<file path="src/rtl/pmt_pkg.sv">
package pmt_pkg;

  // Word index taken from the bus address bits [3:2]
  typedef enum logic [1:0] {
    REG_CSR  = 2'd0,
    REG_CNT  = 2'd1,
    REG_MOD  = 2'd2,
    REG_INIT = 2'd3
  } pmt_reg_e;

  // Clock-select codes
  localparam int unsigned SEL_W = 2;
  localparam logic [SEL_W-1:0] SEL_STOP = 2'd0;
  localparam logic [SEL_W-1:0] SEL_SYS  = 2'd1;

  // Strobes from control to datapath
  typedef struct packed {
    logic tick;        // one counting step this cycle
    logic cntReload;   // count register written: restart from start value
    logic modWr;       // modulo buffer write
    logic initWr;      // start-value buffer write
    logic loadActive;  // counter stopped: active values follow buffers
  } pmt_strobe_t;

endpackage

</file>
<file path="src/rtl/pmt_prescaler.sv">
module pmt_prescaler #(
  parameter int unsigned PS_W = 3
) (
  input  logic            clk,
  input  logic            rstN,
  input  logic            run,
  input  logic [PS_W-1:0] psSel,
  output logic            tick
);
  localparam int unsigned DIV_W = (1 << PS_W) - 1;

  logic [DIV_W-1:0] divCnt;
  logic [DIV_W-1:0] divMask;

  // Low psSel bits set: terminal when all of them are 1
  assign divMask = ~({DIV_W{1'b1}} << psSel);
  assign tick    = run && ((divCnt & divMask) == divMask);

  always_ff @(posedge clk) begin
    if (!rstN)    divCnt <= '0;
    else if (run) divCnt <= divCnt + DIV_W'(1);
    else          divCnt <= '0;
  end

  // With a divide above 1, ticks never come on two clocks in a row
  AST_PS_SPACING: assert property (@(posedge clk) disable iff (!rstN)
    (tick && psSel != '0) |=> (!tick || psSel != $past(psSel)));

endmodule

</file>
<file path="src/rtl/pmt_ctrl.sv">
module pmt_ctrl
  import pmt_pkg::*;
#(
  parameter int unsigned DATA_W = 32,
  parameter int unsigned PS_W   = 3
) (
  input  logic              clk,
  input  logic              rstN,
  input  logic              regWr,
  input  pmt_reg_e          regIdx,
  input  logic [DATA_W-1:0] wdata,
  input  logic              wrapEvt,
  output pmt_strobe_t       strb,
  output logic              running,
  output logic [DATA_W-1:0] csrWord,
  output logic              irq
);
  localparam int unsigned SEL_LSB  = PS_W;
  localparam int unsigned IE_BIT   = PS_W + SEL_W + 1;
  localparam int unsigned FLAG_BIT = IE_BIT + 1;

  logic [PS_W-1:0]  psSel;
  logic [SEL_W-1:0] clkSel;
  logic             ovfIe;
  logic             ovfFlag;
  logic             csrWr;
  logic             psTick;

  assign csrWr   = regWr && (regIdx == REG_CSR);
  assign running = (clkSel == SEL_SYS);

  always_ff @(posedge clk) begin
    if (!rstN) begin
      psSel  <= '0;
      clkSel <= SEL_STOP;
      ovfIe  <= 1'b0;
    end else if (csrWr) begin
      psSel  <= wdata[PS_W-1:0];
      clkSel <= wdata[SEL_LSB +: SEL_W];
      ovfIe  <= wdata[IE_BIT];
    end
  end

  // A set on a wrap wins over a clearing write in the same cycle
  always_ff @(posedge clk) begin
    if (!rstN)                           ovfFlag <= 1'b0;
    else if (wrapEvt)                    ovfFlag <= 1'b1;
    else if (csrWr && !wdata[FLAG_BIT])  ovfFlag <= 1'b0;
  end

  pmt_prescaler #(.PS_W(PS_W)) uPrescaler (
    .clk   (clk),
    .rstN  (rstN),
    .run   (running),
    .psSel (psSel),
    .tick  (psTick)
  );

  always_comb begin
    strb.tick       = psTick;
    strb.cntReload  = regWr && (regIdx == REG_CNT);
    strb.modWr      = regWr && (regIdx == REG_MOD);
    strb.initWr     = regWr && (regIdx == REG_INIT);
    strb.loadActive = !running;
  end

  always_comb begin
    csrWord                       = '0;
    csrWord[PS_W-1:0]             = psSel;
    csrWord[SEL_LSB +: SEL_W]     = clkSel;
    csrWord[IE_BIT]               = ovfIe;
    csrWord[FLAG_BIT]             = ovfFlag;
  end

  assign irq = ovfFlag && ovfIe;

  AST_FLAG_SET: assert property (@(posedge clk) disable iff (!rstN)
    wrapEvt |=> ovfFlag);

  AST_NO_TICK_STOPPED: assert property (@(posedge clk) disable iff (!rstN)
    (csrWr && wdata[SEL_LSB +: SEL_W] != SEL_SYS) |=> !psTick);

endmodule

</file>
<file path="src/rtl/pmt_datapath.sv">
module pmt_datapath
  import pmt_pkg::*;
#(
  parameter int unsigned CNT_W = 16
) (
  input  logic             clk,
  input  logic             rstN,
  input  pmt_strobe_t      strb,
  input  logic [CNT_W-1:0] wdata,
  output logic [CNT_W-1:0] cntValue,
  output logic [CNT_W-1:0] modBuf,
  output logic [CNT_W-1:0] initBuf,
  output logic             wrapEvt
);
  logic [CNT_W-1:0] modActive;
  logic [CNT_W-1:0] initActive;
  logic             atTop;

  always_ff @(posedge clk) begin
    if (!rstN) begin
      modBuf  <= '0;
      initBuf <= '0;
    end else begin
      if (strb.modWr)  modBuf  <= wdata;
      if (strb.initWr) initBuf <= wdata;
    end
  end

  always_ff @(posedge clk) begin
    if (!rstN) begin
      modActive  <= '0;
      initActive <= '0;
    end else if (strb.loadActive) begin
      modActive  <= modBuf;
      initActive <= initBuf;
    end
  end

  assign atTop   = (cntValue == modActive);
  assign wrapEvt = strb.tick && !strb.cntReload && atTop;

  always_ff @(posedge clk) begin
    if (!rstN)               cntValue <= '0;
    else if (strb.cntReload) cntValue <= initActive;
    else if (strb.tick)      cntValue <= atTop ? initActive : cntValue + CNT_W'(1);
  end

  AST_ACTIVE_FROZEN: assert property (@(posedge clk) disable iff (!rstN)
    !strb.loadActive |=> ($stable(modActive) && $stable(initActive)));

  AST_CNT_RELOAD: assert property (@(posedge clk) disable iff (!rstN)
    strb.cntReload |=> (cntValue == $past(initActive)));

  AST_WRAP_LOAD: assert property (@(posedge clk) disable iff (!rstN)
    (strb.tick && !strb.cntReload && cntValue == modActive)
      |=> (cntValue == $past(initActive)));

endmodule

</file>
<file path="src/rtl/prescaled_modulo_timer.sv">
module prescaled_modulo_timer
  import pmt_pkg::*;
#(
  parameter int unsigned DATA_W = 32,
  parameter int unsigned ADDR_W = 4,
  parameter int unsigned CNT_W  = 16,
  parameter int unsigned PS_W   = 3
) (
  input  logic              clk,
  input  logic              rstN,
  input  logic              busSel,
  input  logic              busWr,
  input  logic [ADDR_W-1:0] busAddr,
  input  logic [DATA_W-1:0] busWdata,
  output logic [DATA_W-1:0] busRdata,
  output logic              ovfIrq
);
  localparam int unsigned IDX_LSB = 2;

  pmt_reg_e         regIdx;
  logic             regWr;
  pmt_strobe_t      strb;
  logic             running;
  logic             wrapEvt;
  logic [DATA_W-1:0] csrWord;
  logic [CNT_W-1:0] cntValue;
  logic [CNT_W-1:0] modBuf;
  logic [CNT_W-1:0] initBuf;
  logic             unusedBits;

  assign regIdx     = pmt_reg_e'(busAddr[IDX_LSB +: 2]);
  assign regWr      = busSel && busWr;
  assign unusedBits = ^{busWdata[DATA_W-1:CNT_W], busAddr[IDX_LSB-1:0]};

  pmt_ctrl #(.DATA_W(DATA_W), .PS_W(PS_W)) uCtrl (
    .clk     (clk),
    .rstN    (rstN),
    .regWr   (regWr),
    .regIdx  (regIdx),
    .wdata   (busWdata),
    .wrapEvt (wrapEvt),
    .strb    (strb),
    .running (running),
    .csrWord (csrWord),
    .irq     (ovfIrq)
  );

  pmt_datapath #(.CNT_W(CNT_W)) uDatapath (
    .clk      (clk),
    .rstN     (rstN),
    .strb     (strb),
    .wdata    (busWdata[CNT_W-1:0]),
    .cntValue (cntValue),
    .modBuf   (modBuf),
    .initBuf  (initBuf),
    .wrapEvt  (wrapEvt)
  );

  always_comb begin
    unique case (regIdx)
      REG_CSR:  busRdata = csrWord;
      REG_CNT:  busRdata = DATA_W'(cntValue);
      REG_MOD:  busRdata = DATA_W'(modBuf);
      REG_INIT: busRdata = DATA_W'(initBuf);
      default:  busRdata = '0;
    endcase
  end

  AST_HOLD_WHEN_STOPPED: assert property (@(posedge clk) disable iff (!rstN)
    (!running && !strb.cntReload) |=> $stable(cntValue));

endmodule

</file>
<file path="config.mk">
export PLATFORM = sky130hd
export DESIGN_NAME = prescaled_modulo_timer
export DESIGN_NICKNAME = d
export VERILOG_FILES = /design/src/rtl/pmt_pkg.sv /design/src/rtl/pmt_prescaler.sv /design/src/rtl/pmt_ctrl.sv /design/src/rtl/pmt_datapath.sv /design/src/rtl/prescaled_modulo_timer.sv
export SDC_FILE = /design/constraint.sdc
export NUM_CORES = 1
export LEC_CHECK = 0
export BUFFER_PORTS_ARGS = -buffer_cell sky130_fd_sc_hd__buf_2
export CORE_ASPECT_RATIO = 1.2
export CORE_MARGIN = 4
export CORE_UTILIZATION = 32
export CTS_CLUSTER_SIZE = 16
export DETAILED_ROUTE_END_ITERATION = 8
export GPL_TIMING_DRIVEN = 0
export PLACE_DENSITY = 0.47
export SYNTH_ARGS = -nofsm -noshare
export SYNTH_HDL_FRONTEND = slang
export SYNTH_SLANG_ARGS = --single-unit
</file>
<file path="constraint.sdc">
create_clock -name clk -period 2.9 [get_ports clk]
set_input_delay 0.435 -clock clk [delete_from_list [all_inputs] [get_ports clk]]
set_output_delay 0.435 -clock clk [all_outputs]
set_load 0.1 [all_outputs]
</file>
==> results_dict.tcl <==
set metrics [dict create \
    max-cap-violations 0 \
    antenna_found_initial 0 \
    whs_endpoint "uDatapath.initBuf[15]" \
    hold_class "input pin to flop" \
    drtPass1Iterations 5 \
    async_flop_share_pct 0 \
    drive_above_1_share_pct 17.03 \
    crit_path_start_kind "input pin" \
    slowest_delay_ns 0.60 \
    synth_compound_area_share_pct 12.66 \
    fmax_ghz 0.3606 \
    hp-start "busWdata[15]" \
    slew_violations 0 \
    gr-usage-met1_pct 22.58 \
    met3_usage_pct 2.841 \
    vias 4206 \
    synthMuxAreaShare_pct 6.896 \
    finalCritPeriodShare_pct 95.63 \
    clock_path_buffers 2 \
    dp_worst_setup_slack_ns -0.1420 \
    cpMostUsedCell "buf_2" \
    clk-insertion-delay-late_ns 0.34 \
    htreeDepth 3 \
    rsz0062_at_grt "no" \
    start_util_pct 33.06 \
    final-setup-viol-count 0 \
    place.gp.congestion 0.8301 \
    final_nets 677 \
    die_h_um 139.7 \
    synth.top_cell.area_share_pct 40.67 \
    synthTopCellsByArea "dfxtp_1 41%, nand2_1 12%, a21oi_1 7.2%" \
    min_path_cells 3 \
    synth_xor_xnor_area_share_pct 4.110 \
    grt_pass1_vias 4102 \
    tritoncts "built" \
    skew_ns 0.007246 \
    required_ns 2.47 \
    rows 47 \
    synth_edf_count 0 \
    dieArea_mm2 0.01646 \
    postPlaceCellArea_mm2 0.005087 \
    avgSynthCellArea_um2 8.103 \
    ff2ff_setup_slack_ns 0.46 \
    regToRegStartpoint "uDatapath.cntValue[4]" \
    grt_max_degree 15 \
    drt_iter0_drc 235 \
    slowest_stage "buf_1" \
    drt-total-wl_mm 14.49 \
    path_max_fanout 10 \
    synth-simple-area-share_pct 27.93 \
    drc 0 \
    yosys_most_used_dff "dfxtp_1" \
    hold-worst-slack_ns 0.3382 \
    port_buffers 38 \
    overflow 0 \
    cp_data_arrival_time_ns 2.34 \
    ys_warn_count 0 \
    clk_pin_slew_ns 0.06 \
    yosysTopAreaCell "dfxtp_1" \
    syn_area_mm2 0.004627 \
    nFillCells 1484 \
    area_growth_pct 16.23 \
    timing.rr.end "uDatapath.cntValue[4]" \
    track_usage_pct 17.53 \
    n_antenna_cell 0 \
    cellLeakagePower_nw 1.906 \
    fin_ws_ns 0.1266 \
    antenna_left 0 \
    syn-instance-count 571 \
    grt_use_met2_pct 30.25 \
    cts_sinks 94 \
    final_hold_viol_count 0 \
    yosysMostFrequentCell "nand2_1" \
    synth_top_family_by_area "simple AND/OR/NAND/NOR gates" \
    via_per_inst 5.186 \
    top_usage_layer "met2" \
    yosysSeqAreaShare_pct 40.67 \
    status "finished clean" \
    crit_type "input pin to primary output" \
    synth_cell_types 51 \
    dp_hpwl_mm 10.75 \
    final_area_mm2 0.005378 \
    yosys.area_share.adder_pct 0.5408 \
    numCtsBuffers 9 \
    cts.hold.buffers_added 0 \
    wl_per_cell_um 17.87 \
    crit_chain "buf_2 > buf_2 > buf_1 > mux2_2 > a22o_1 > buf_2" \
    relSlewSlack_pct 40.04 \
    grt_pass1_wl_mm 22.71 \
    clockRootBuffer "clkbuf_16" \
    fp.dieW_um 117.8 \
    ioPinCount 73 \
    synth_common_cells "144 x nand2_1, 94 x dfxtp_1, 67 x a21oi_1, 33 x nand4_1, 28 x nand3_1" \
    powerDensity_mw_per_mm2 535.0 \
    reg2regPathDepth 8 \
    tightest_slew_ns 0.8925 \
    synth.ff_latch_count 94 \
    fin_crit_ns 2.773 \
    critPathCaptureType "primary output" \
    core-area_mm2 0.01400 \
    ir_drop_uv 232.3 \
]
layout by cell type (no fill, tap or decap), types with 3 or more instances in the layout:
master	count
and4_1	3
nor2_1	23
nand2b_1	6
buf_2	49
conb_1	16
o211ai_1	5
buf_4	17
inv_1	3
or3_1	3
nor3_1	10
mux2_2	9
nor2b_1	3
o21ai_0	4
buf_6	3
a22o_1	9
clkbuf_1	23
nand2_1	144
o221ai_1	3
mux4_2	7
buf_1	5
xnor2_1	16
a21oi_1	67
clkbuf_16	9
clkbuf_8	3
dfxtp_1	94
nand4_1	33
mux2i_1	6
nand3_1	28
power breakdown:
| group | switching (mW) | internal (mW) |
|---|---|---|
| logic | 0.302 | 0.0989 |
| registers | 0.0178 | 1.31 |
| clock network | 0.500 | 0.650 |
cell families (layout without fill, tap and decap cells):
family,count (synthesis),count (layout)
AND/OR/NAND/NOR,273,273
AO/OA/AOI/OAI,98,98
flip-flops,94,94
buffers and inverters,61,115
multiplexers,22,22
XOR/XNOR,20,20
adder cells (fa/ha/maj),2,2
other,1,16
repair_timing:
item	CTS	global route
setup buffers	0	0
resized for setup	1	0
setup endpoints to repair	1	0
worst max-delay path, delay by kind of cell:
family | cells | cell delay [ns]
compound gates | 1 | 0.19
buf+inv | 4 | 1.30
mux | 1 | 0.41
routing by layer:
metal	wire, um	part of all wire, %
met4	171	1.2
met1	6558	45
met5	0	0
met2	7261	50
met3	501	3.5
per-stage QoR:
stage / instances / utilization [%] / setup TNS, ns / power, mW
2_1_floorplan: 586 / - / 0 / 1.653
3_3_place_gp: 795 / 36.35 / -0.9200 / 1.756
3_5_place_dp: 795 / 36.35 / -1.320 / 1.756
4_1_cts: 811 / 38.42 / 0 / 2.901
5_1_grt: 811 / 38.42 / 0 / 2.978
6_report: 811 / 38.42 / 0 / 2.877
sequential cells by signal, summed over array words and instances, names as in the netlist:
signal / cells
uCtrl.clkSel: 2
uCtrl.uPrescaler.divCnt: 7
uDatapath.modBuf: 16
uDatapath.cntValue: 16
uDatapath.initActive: 16
uCtrl.ovfIe: 1
uDatapath.modActive: 16
uCtrl.psSel: 3
uDatapath.initBuf: 16
uCtrl.ovfFlag: 1
how the worst max path moves through the flow:
stage                          start                    to  slack, ns  cells past startpoint
after floorplan           busAddr[3]          busRdata[14]       0.54                      4
after global placement    busAddr[3]  uDatapath.modBuf[15]      -0.09                      8
after detailed placement  busAddr[3]   uDatapath.modBuf[1]      -0.14                      8
after CTS                 busAddr[3]          busRdata[14]       0.08                      6
after global routing      busAddr[3]           busRdata[9]       0.05                      6
final                     busAddr[3]          busRdata[14]       0.13                      6
final cells by class:
cell class	instances	area [um2]	share of cell area, %
Buffer	58	317.8	5.910
Clock buffer	13	270.3	5.026
Clock inverter	3	17.52	0.3257
Inverter	3	11.26	0.2094
Multi-Input combinational cell	431	2475	46.02
Sequential cell	94	1882	34.99
Tap cell	171	214.0	3.979
Timing Repair Buffer	38	190.2	3.537
Note: power is estimated with default switching activity, not from simulation.
